[src/rtl/i2cq_pkg.sv]
package i2cq_pkg;

    localparam int ADDR_W = 3;

    typedef enum logic [ADDR_W-1:0] {
        RA_DATA   = 3'd0,
        RA_ENABLE = 3'd1,
        RA_TXLVL  = 3'd2,
        RA_RXLVL  = 3'd3,
        RA_PARAM  = 3'd4
    } i2cq_addr_e;

    // one queued command: read request marker plus byte to send
    typedef struct packed {
        logic       rd_req;
        logic [7:0] wbyte;
    } i2cq_cmd_t;

    typedef struct packed {
        logic tx_ovf;
        logic rx_unf;
        logic rx_ovf;
    } i2cq_flags_t;

    function automatic logic [31:0] depth_word(input int tx_d, input int rx_d);
        logic [7:0] t;
        logic [7:0] r;
        t = 8'(tx_d - 1);
        r = 8'(rx_d - 1);
        return {8'h00, t, r, 8'h00};
    endfunction

endpackage

[src/rtl/i2cq_fifo.sv]
module i2cq_fifo #(
    parameter int W     = 8,
    parameter int DEPTH = 8,
    localparam int CW   = $clog2(DEPTH + 1),
    localparam int PW   = (DEPTH > 1) ? $clog2(DEPTH) : 1
) (
    input  logic          clk,
    input  logic          rst,
    input  logic          flush,
    input  logic          push,
    input  logic [W-1:0]  wdata,
    input  logic          pop,
    output logic [W-1:0]  rdata,
    output logic [CW-1:0] count,
    output logic          empty,
    output logic          full,
    output logic          push_drop,
    output logic          pop_drop
);
    logic [W-1:0]  mem [DEPTH];
    logic [PW-1:0] wptr, rptr;
    logic          do_push, do_pop;

    function automatic logic [PW-1:0] step(input logic [PW-1:0] p);
        return (p == PW'(DEPTH - 1)) ? '0 : p + 1'b1;
    endfunction

    assign empty     = (count == '0);
    assign full      = (count == CW'(DEPTH));
    assign do_pop    = pop && !empty;
    assign do_push   = push && (!full || do_pop);
    assign push_drop = push && !do_push;
    assign pop_drop  = pop && empty;
    assign rdata     = mem[rptr];

    always_ff @(posedge clk) begin
        if (do_push) mem[wptr] <= wdata;
    end

    always_ff @(posedge clk) begin
        if (rst || flush) begin
            wptr  <= '0;
            rptr  <= '0;
            count <= '0;
        end else begin
            if (do_push) wptr <= step(wptr);
            if (do_pop)  rptr <= step(rptr);
            case ({do_push, do_pop})
                2'b10:   count <= count + 1'b1;
                2'b01:   count <= count - 1'b1;
                default: count <= count;
            endcase
        end
    end
endmodule

[src/rtl/i2cq_credit.sv]
module i2cq_credit #(
    parameter int DEPTH = 8,
    localparam int CW   = $clog2(DEPTH + 1),
    localparam int SW   = CW + 1
) (
    input  logic          clk,
    input  logic          rst,
    input  logic          flush,
    input  logic          take,
    input  logic          give,
    input  logic [CW-1:0] level,
    output logic          slot_free
);
    logic [CW-1:0] pending;
    logic [SW-1:0] used;
    logic          rel;

    assign used      = {1'b0, level} + {1'b0, pending};
    assign slot_free = used < SW'(DEPTH);
    assign rel       = give && (pending != '0);

    always_ff @(posedge clk) begin
        if (rst || flush) begin
            pending <= '0;
        end else begin
            case ({take, rel})
                2'b10:   pending <= pending + 1'b1;
                2'b01:   pending <= pending - 1'b1;
                default: pending <= pending;
            endcase
        end
    end
endmodule

[src/rtl/i2cq_flags.sv]
module i2cq_flags
    import i2cq_pkg::*;
(
    input  logic        clk,
    input  logic        rst,
    input  logic        clr,
    input  i2cq_flags_t set,
    output i2cq_flags_t flags
);
    always_ff @(posedge clk) begin
        if (rst || clr) flags <= '0;
        else            flags <= flags | set;
    end
endmodule

[src/rtl/i2cq_frontend.sv]
module i2cq_frontend
    import i2cq_pkg::*;
#(
    parameter int TX_DEPTH = 8,
    parameter int RX_DEPTH = 8
) (
    input  logic              clk,
    input  logic              rst,
    input  logic              reg_wr,
    input  logic              reg_rd,
    input  logic [ADDR_W-1:0] reg_addr,
    input  logic [31:0]       reg_wdata,
    output logic [31:0]       reg_rdata,
    output logic              engine_en,
    output logic              cmd_valid,
    input  logic              cmd_ready,
    output logic              cmd_rd,
    output logic [7:0]        cmd_byte,
    input  logic              rx_valid,
    input  logic [7:0]        rx_byte,
    output logic              tx_overflow,
    output logic              rx_underflow,
    output logic              rx_overflow
);
    localparam int TCW = $clog2(TX_DEPTH + 1);
    localparam int RCW = $clog2(RX_DEPTH + 1);
    localparam logic [31:0] DEPTHS = depth_word(TX_DEPTH, RX_DEPTH);

    i2cq_cmd_t   wcmd, head;
    i2cq_flags_t flag_set, flag_q;
    logic [TCW-1:0] tx_count;
    logic [RCW-1:0] rx_count;
    logic [7:0]     rx_head;
    logic wr_data, rd_data, flush;
    logic tx_push, tx_empty, tx_full, tx_drop, tx_unused_unf;
    logic rx_empty, rx_full, rx_drop, rx_unf;
    logic slot_free, credit_drop, credit_take;

    assign wcmd    = i2cq_cmd_t'(reg_wdata[8:0]);
    assign wr_data = reg_wr && (reg_addr == RA_DATA);
    assign rd_data = reg_rd && (reg_addr == RA_DATA);
    assign flush   = reg_wr && (reg_addr == RA_ENABLE) && !reg_wdata[0];

    // read requests need a free receive slot for their returning byte
    assign credit_drop = wr_data && wcmd.rd_req && !slot_free;
    assign tx_push     = wr_data && !credit_drop;
    assign credit_take = tx_push && wcmd.rd_req && !tx_drop;

    i2cq_fifo #(.W($bits(i2cq_cmd_t)), .DEPTH(TX_DEPTH)) u_txq (
        .clk(clk), .rst(rst), .flush(flush),
        .push(tx_push), .wdata(wcmd),
        .pop(cmd_ready), .rdata(head),
        .count(tx_count), .empty(tx_empty), .full(tx_full),
        .push_drop(tx_drop), .pop_drop(tx_unused_unf)
    );

    i2cq_fifo #(.W(8), .DEPTH(RX_DEPTH)) u_rxq (
        .clk(clk), .rst(rst), .flush(flush),
        .push(rx_valid), .wdata(rx_byte),
        .pop(rd_data), .rdata(rx_head),
        .count(rx_count), .empty(rx_empty), .full(rx_full),
        .push_drop(rx_drop), .pop_drop(rx_unf)
    );

    i2cq_credit #(.DEPTH(RX_DEPTH)) u_credit (
        .clk(clk), .rst(rst), .flush(flush),
        .take(credit_take), .give(rx_valid),
        .level(rx_count), .slot_free(slot_free)
    );

    assign flag_set.tx_ovf = tx_drop || credit_drop;
    assign flag_set.rx_unf = rx_unf;
    assign flag_set.rx_ovf = rx_drop;

    i2cq_flags u_flags (
        .clk(clk), .rst(rst), .clr(flush),
        .set(flag_set), .flags(flag_q)
    );

    assign tx_overflow  = flag_q.tx_ovf;
    assign rx_underflow = flag_q.rx_unf;
    assign rx_overflow  = flag_q.rx_ovf;
    assign cmd_valid    = !tx_empty;
    assign cmd_rd       = head.rd_req;
    assign cmd_byte     = head.wbyte;

    always_ff @(posedge clk) begin
        if (rst) begin
            engine_en <= 1'b0;
        end else if (reg_wr && (reg_addr == RA_ENABLE)) begin
            engine_en <= reg_wdata[0];
        end
    end

    always_ff @(posedge clk) begin
        if (rst) begin
            reg_rdata <= '0;
        end else if (reg_rd) begin
            case (reg_addr)
                RA_DATA:   reg_rdata <= rx_empty ? 32'h0 : {24'h0, rx_head};
                RA_ENABLE: reg_rdata <= {31'h0, engine_en};
                RA_TXLVL:  reg_rdata <= 32'(tx_count);
                RA_RXLVL:  reg_rdata <= 32'(rx_count);
                RA_PARAM:  reg_rdata <= DEPTHS;
                default:   reg_rdata <= 32'h0;
            endcase
        end
    end
endmodule

[config.mk]
export PLATFORM = sky130hd
export DESIGN_NAME = i2cq_frontend
export DESIGN_NICKNAME = d
export VERILOG_FILES = /design/src/rtl/i2cq_pkg.sv /design/src/rtl/i2cq_fifo.sv /design/src/rtl/i2cq_credit.sv /design/src/rtl/i2cq_flags.sv /design/src/rtl/i2cq_frontend.sv
export SDC_FILE = /design/constraint.sdc
export NUM_CORES = 1
export LEC_CHECK = 0
export ABC_AREA = 1
export BUFFER_PORTS_ARGS = -buffer_cell sky130_fd_sc_hd__buf_2
export CAP_MARGIN = 20
export CORE_ASPECT_RATIO = 1.1
export CORE_MARGIN = 5
export CORE_UTILIZATION = 62
export CTS_CLUSTER_SIZE = 14
export DETAILED_ROUTE_END_ITERATION = 10
export GPL_TIMING_DRIVEN = 0
export PLACE_DENSITY = 0.84
export SYNTH_ARGS = -nofsm -noshare
export SYNTH_HDL_FRONTEND = slang
export SYNTH_SLANG_ARGS = --single-unit
[constraint.sdc]
create_clock -name clk -period 3.77 [get_ports clk]
set_input_delay 0.377 -clock clk [delete_from_list [all_inputs] [get_ports clk]]
set_output_delay 0.377 -clock clk [all_outputs]
set_load 0.02 [all_outputs]
==> run summary, run 1 <==
Gate power share: 19.4%
Most frequent cell after synthesis: edfxtp_1
Power per cell area: 527 mW/mm^2
Hold Path Class: input port to flip-flop
Worst setup margin: 1.16 ns
CP Capture Type: output pin
Worst Path Max Fanout: 10
Achievable Freq: 383 MHz
Grt ovf: 0
Psw: 1.38 mW
Clk_skew: 0.00970 ns
Synth cell count leaders: 136 x edfxtp_1, 129 x nand2_1, 105 x nor2_1, 55 x inv_1, 46 x nand3_1
Port-buffer cells: 51
Final hold violations: 0
Cts bufs inserted: 17
Final max-slew violation count: 0
Design area: 0.00890 sq mm
Placer Congestion: 0.859
Clock root cell: clkbuf_16
CP top delay family: buffers and inverters
TritonCTS clock tree: built
Average size of a mapped cell: 10.5 sq um
Post-placement cell count: 973
Most Crowded Layer GR: met2
Placed Area: 0.00841 sq mm
WHS: 0.212 ns
Type of the worst setup path: flip-flop to output pin
Area fraction of the dominant cell type after synthesis: 52.0%
Hold path depth: 1
Internal power: 3.31 mW
# IOs: 95
CP peak stage delay: 0.46 ns
Setup WS pre-CTS: 1.21 ns
Final setup violation count: 0
Routed len/inst: 17.6 microns
Met3 Use GR: 4.86%
Starting Density: 62.6%
Die Y: 128 microns
Layout cells sized above 1: 16.8%
Max-slew headroom: 37.4%
Fillers: 876
Fin crit share: 69.2%
Largest net degree at the start of global routing: 17
Yosys reg bits: 179
Cell Chain, Critical Path: clkbuf_1 > clkbuf_1 > o21ai_0 > o32ai_1 > nand2_1 > nand2_1 > buf_2
Total power: 4.69 mW
Peak VDD IR: 0.305 mV
Part of the power in registers: 48.0%
Die area: 0.0150 sq mm
Worst-Skew Late Latency: 0.43 ns
Final Util: 71.0%
CTS max path bufs: 2
Rows: 43
HPWL Detailed: 11900 microns
Buf+Inv Stages, Crit Path: 3
RR Endpoint: u_rxq.count[3]
Reg2Reg Launch Point: u_rxq.count[1]
Fin cells: 1003
Max-cap violations: 0
Critical Path RT: 3.39 ns
Register area share after synthesis: 63.0%
Post-cts gate resize count: 0
Nets@finish: 905
DR vias: 5715
Synth top area cells: edfxtp_1 52%, dfxtp_1 11%, nand2_1 6.2%
Synth Flop Type: edfxtp_1
Worst endpoint data arrival time: 2.23 ns
Setup slack, reg-to-reg: 1.18 ns
Vias in the first global route: 5793
Initial antenna violation count: 1
Asr flop ratio synth: 0%
Clk sinks: 179
Die width: 117 microns
WHS Endpoint: u_rxq.mem[5][3]
Status: finished clean
RSZ-0062 raised after global routing: no
Pre-Repair DR Iteration Count: 5
GR Util All Layers: 24.5%
H-tree depth: 4
Clock transition at the registers of the reported paths: 0.06 ns
Worst path slowest cell: clkbuf_1
Post-Route WL: 17600 microns
Syn Inst Count: 745
# DRC: 0
Ant. Diodes: 0
Initial detailed-routing violation count: 582
Largest area contributor in the netlist: edfxtp_1
Global Route met1 Usage: 27.3%
Postcts setup bufs: 0
EDFF count, synth: 136
LEAKAGE: 3.59 nW
Hold path start: rx_byte[3]
Routed vias/inst: 5.70
GR Util met2: 44.0%
Netlist cell types: 38
Post-route ant nets: 0
Core area: 0.0125 sq mm
Area grow syn2layout: 13.4%
Post-layout minimum cycle time: 2.61 ns
Yosys Warn Count: 0
Clock power share: 32.6%
Worst r2r path cells: 17
Worst slew pin tran: 0.934 ns
Setup TNS: 0 ns
Switching power share of the total: 29.4%
Cell Area, Synth: 0.00785 sq mm
First-pass GRT wire length: 27800 microns
CP startpoint kind: flip-flop
Hold-fix buffers, CTS: 0
==> cell usage in the layout (no fill, tap or decap), drive strengths merged <==
cell      count
a22oi         3
clkinv       10
o21a          1
buf          89
o211a         2
ha           20
a21oi        30
clkinvlp      3
edfxtp      136
fa            1
o32ai        18
conb         18
nor3         11
a31oi         1
clkbuf       34
nand3        48
or2           3
nand4         3
o211ai        8
dfxtp        43
inv          59
nor2        115
nand3b        1
o21ai        45
xor2          8
nand2       136
==> how the worst max path moves through the flow <==
stage	slack [ns]	end	cells past startpoint
after detailed placement	1.21	u_rxq.count[3]	16
after CTS	1.14	cmd_byte[7]	8
after global placement	0.91	u_txq.mem[4][1]	9
after global routing	0.96	u_rxq.count[3]	17
after floorplan	1.55	u_txq.mem[0][0]	9
final	1.16	cmd_byte[1]	7
==> area by class of cell <==
type / instances / area, sq um / share of cell area, %
clock buffer: 19 / 433 / 4.86
inverter: 61 / 231 / 2.60
multi-input combinational: 472 / 2460 / 27.7
timing repair buffer: 54 / 270 / 3.03
sequential: 179 / 4940 / 55.5
tap: 157 / 196 / 2.21
buffer: 50 / 300 / 3.37
clock inverter: 11 / 65.1 / 0.731
==> routing by layer <==
layer | part of all wire [%] | routed length [microns]
met5 | 0.040 | 7
met4 | 3.2 | 564
met3 | 7.1 | 1250
met2 | 54 | 9460
met1 | 36 | 6330
==> worst reg2reg max path: stages (launching register included) <==
cell	delay, ns
dfxtp_1	0.45
inv_1	0.12
nand2_2	0.10
nor2_2	0.06
nor2_4	0.19
nand2_4	0.10
inv_2	0.20
ha_1	0.27
ha_1	0.26
nand2_1	0.08
inv_1	0.05
o21ai_0	0.19
nand2_1	0.08
nand2_1	0.06
nand3_1	0.09
nand2_1	0.07
nand2_1	0.05
nor2_1	0.11
==> cells by family after synthesis <==
group / count (synthesis) / share of synthesized area (%)
adders and majority gates: 21 / 3.44
xor gates and xnor gates: 8 / 0.892
other: 1 / 0.0478
buffers and inverters: 111 / 6.77
AOI/OAI and AO/OA: 108 / 8.32
and+or+nand+nor: 317 / 17.5
DFF: 179 / 63.0
==> state kept, by name, summed over array words and instances (netlist names), named ones only <==
signal and flops:
reg_rdata 9, u_rxq.count 4, u_txq.wptr 3, u_txq.count 4, u_credit.pending 4, u_rxq.rptr 3
engine_en 1, u_rxq.wptr 3, u_txq.mem 72, u_txq.rptr 3, u_rxq.mem 64, u_flags.flags 3
==> power groups by stage <==
stage	Clock (mW)	Combinational, mW	Sequential (mW)
after floorplan	0	0.643	2.28
after global placement	0	0.851	2.29
after detailed placement	0	0.900	2.29
after CTS	1.54	0.907	2.25
after global routing	1.63	1.01	2.26
final	1.53	0.908	2.25
Note: power is estimated with default switching activity, not from simulation.
==> run 2: changes to the inputs <==
- ABC_AREA: 1 -> 0
- CORE_UTILIZATION: 62 -> 52
- PLACE_DENSITY: 0.84 -> 0.76
- clock period: 3.77 -> 2.21 ns (I/O delays scaled with it)
==> run 2 against run 1 <==
Effect of this change: the flow now finishes with violations (negative setup slack); die area up 14%; sequential cell count unchanged; final area up 7.0%; critical endpoint is now u_credit.pending[2]; register-to-register slack worse by 1.5 ns; wire length down 9.7%; via count down 22%; combinational power down 27%; largest cell class unchanged; synthesized area down 3.5%; worst hold slack worse by 0.15 ns.
==> run summary, run 2 <==
Final setup violation count: 62 (+62)
Most common cell after layout, fill and taps aside: edfxtp_1
Largest reg by FF count: u_txq.mem
Max reg flops: 72 (unchanged)
CP peak stage delay: 0.36 ns (-0.10 ns)
CP Capture Type: flip-flop
Starting Density: 52.6% (-10 points)
Port-buffer cells: 52 (+2.0%)
Pre-Repair DR Iteration Count: 4 (-1)
Design area: 0.00953 sq mm (+7.0%)
Peak VDD IR: 0.615 mV (+100%)
Setup TNS: -9.25 ns (-9.25 ns)
WHS: 0.0654 ns (-0.147 ns)
Type of the worst setup path: flip-flop to flip-flop
Die area: 0.0171 sq mm (+14%)
Most frequent cell after synthesis: edfxtp_1
Asr flop ratio synth: 0% (unchanged)
Largest area contributor in the netlist: edfxtp_1
CP top delay family: adder cells
Area grow syn2layout: 25.8%
Clk sinks: 179 (unchanged)
Cell Chain, Critical Path: ha_4 > o41ai_4 > a21oi_2 > nor2_4 > nand2_2 > ha_4 > xor2_1 > ha_2 > a21oi_2 > xor2_1 > or3_1 > a21oi_1
Fin cells: 803 (-20%)
# IOs: 95 (unchanged)
Worst-Skew Late Latency: 0.42 ns (about the same)
Worst slew pin tran: 0.967 ns (+0.0329 ns)
Post-layout minimum cycle time: 2.56 ns
Clock transition at the registers of the reported paths: 0.07 ns (about the same)
Netlist cell types: 49 (+29%)
Total power: 7.42 mW (+58%)
Clk_skew: 0.0128 ns (+0.00314 ns)
Rows: 46 (+7.0%)
Achievable Freq: 391 MHz
# DRC: 0 (unchanged)
Grt ovf: 0 (unchanged)
Post-placement cell count: 748 (-23%)
Placer Congestion: 0.785 (-8.5%)
Average size of a mapped cell: 15.8 sq um (+50%)
Layout cells sized above 1: 40.6% (+24 points)
Largest registers: u_txq.mem (72), u_rxq.mem (64), reg_rdata (9)
Worst setup margin: -0.346 ns (-1.51 ns)
Nets@finish: 668 (-26%)
EDFF count, synth: 136 (unchanged)
Clock root cell: clkbuf_16
Violated checks: negative setup slack
Die Y: 137 microns (+6.7%)
Area fraction of the dominant cell type after synthesis: 53.9% (+1.9 points)
DR vias: 4447 (-22%)
TritonCTS clock tree: built
Final max-slew violation count: 0 (unchanged)
Hold-fix buffers, CTS: 0 (unchanged)
Syn Inst Count: 480 (-36%)
Setup slack, reg-to-reg: -0.35 ns (-1.53 ns)
LEAKAGE: 3.38 nW (-5.8%)
Placed Area: 0.00836 sq mm (-0.58%)
Max-slew headroom: 35.2% (-2.2 points)
Initial detailed-routing violation count: 340 (-42%)
Hold Path Class: input port to flip-flop
GR Util All Layers: 18.8% (-5.7 points)
H-tree depth: 4 (unchanged)
CP startpoint kind: flip-flop
Largest net degree at the start of global routing: 17 (unchanged)
Status: complete, but fails checks
Power per cell area: 779 mW/mm^2 (+48%)
Post-Route WL: 15900 microns (-9.7%)
Fin crit share: 116%
Post-route ant nets: 0 (unchanged)
Initial antenna violation count: 0 (-1)
Max-cap violations: 0 (unchanged)
Worst Path Max Fanout: 3 (-7)
First-pass GRT wire length: 24500 microns (-12%)
Vias in the first global route: 4483 (-23%)
Die width: 125 microns (+6.6%)
Ant. Diodes: 0 (unchanged)
Worst path slowest cell: dfxtp_4
Synth cell count leaders: 136 x edfxtp_1, 43 x dfxtp_1, 34 x mux4_2, 27 x nand2_1, 25 x nor2_1
Routed len/inst: 19.8 microns (+13%)
Final hold violations: 0 (unchanged)
Core area: 0.0144 sq mm (+15%)
Yosys reg bits: 179 (unchanged)
CTS max path bufs: 2 (unchanged)
HPWL Detailed: 10400 microns (-13%)
Routed vias/inst: 5.54 (-2.8%)
Synth Flop Type: edfxtp_1
Worst endpoint data arrival time: 2.90 ns (+0.67 ns)
RSZ-0062 raised after global routing: yes
Commonest cells after routing, fill and taps aside: 136 x edfxtp_1, 46 x buf_2, 46 x buf_4
Register area share after synthesis: 65.3% (+2.3 points)
Critical Path RT: 2.56 ns (-0.83 ns)
Synth top area cells: edfxtp_1 54%, dfxtp_1 11%, mux4_2 10%
Yosys Warn Count: 0 (unchanged)
Cts bufs inserted: 17 (unchanged)
Cell Area, Synth: 0.00757 sq mm (-3.5%)
Buf+Inv Stages, Crit Path: 0 (-3)
==> run 2: changes by cell type in the layout (fill, tap and decap cells not counted), sizes merged, moves of 6 or more <==
cell    change
clkbuf      -6
mux4       +34
a21oi      -15
buf        +28
mux2       +12
mux2i      +18
nor2       -89
o32ai      -18
inv        -46
nand2     -108
o21ai      -28
o211ai      -8
nand3      -42
==> run 2: cell type report <==
class                   instances  area, sq um
repair buffers                 85          627
inverters                      11         51.3
clock buffers                  20          437
clock inverters                12          155
plain buffers                  40          298
fillers                       967         4860
multi-input cells             264         2750
flip-flops and latches        179         4960
well taps                     192          240
==> run 2: metrics by stage <==
step | util, % | setup WS (ns)
after floorplan | - | -0.277
after global placement | 57.7 | -1.05
after detailed placement | 58.1 | -0.664
after CTS | 64.5 | -0.352
after global routing | 66.2 | -0.457
final | 66.2 | -0.346
==> run 2: timing repair <==
action,CTS,global route
setup buffers,12,13
pin swaps,6,13
setup endpoints to repair,156,91
cloned,1,0
gates resized for setup,49,38
endpoints found under the hold margin,0,0
==> run 2: power by group <==
part	total, mW	switching (mW)	internal (mW)
clock network	3.03	1.25	1.79
logic	0.665	0.345	0.320
registers	3.72	0.0546	3.67
total	7.42	1.65	5.78
==> run 2: worst paths after layout <==
check             cells after the start                   to            from
setup / recovery                     12  u_credit.pending[2]  u_rxq.count[3]
hold / removal                        1      u_rxq.mem[2][5]      rx_byte[5]
setup reg to reg                     12  u_credit.pending[2]  u_rxq.count[3]
hold reg to reg                       2         reg_rdata[4]    reg_rdata[4]
==> run 2: cells by family (layout without fill, tap and decap cells) <==
logic type / count (synthesis) / after routing / share of synthesized area, %
flip-flops: 179 / 179 / 65.3
AND/OR/NAND/NOR: 101 / 101 / 7.52
multiplexers: 64 / 64 / 14.3
buffers and inverters: 54 / 168 / 4.08
AO/OA/AOI/OAI: 52 / 52 / 4.31
adder cells (fa/ha/maj): 21 / 21 / 3.57
XOR/XNOR: 8 / 8 / 0.925
other: 1 / 18 / 0.0495
==> run 2: per-layer routing <==
metal / GRT usage [%] / wire, microns / vias to the layer above
li1: - / - / 2066
met1: 22.7 / 6340 / 2229
met2: 33.5 / 8570 / 131
met3: 4.41 / 745 / 21
met4: 6.45 / 252 / 0
met5: 0 / 0 / -
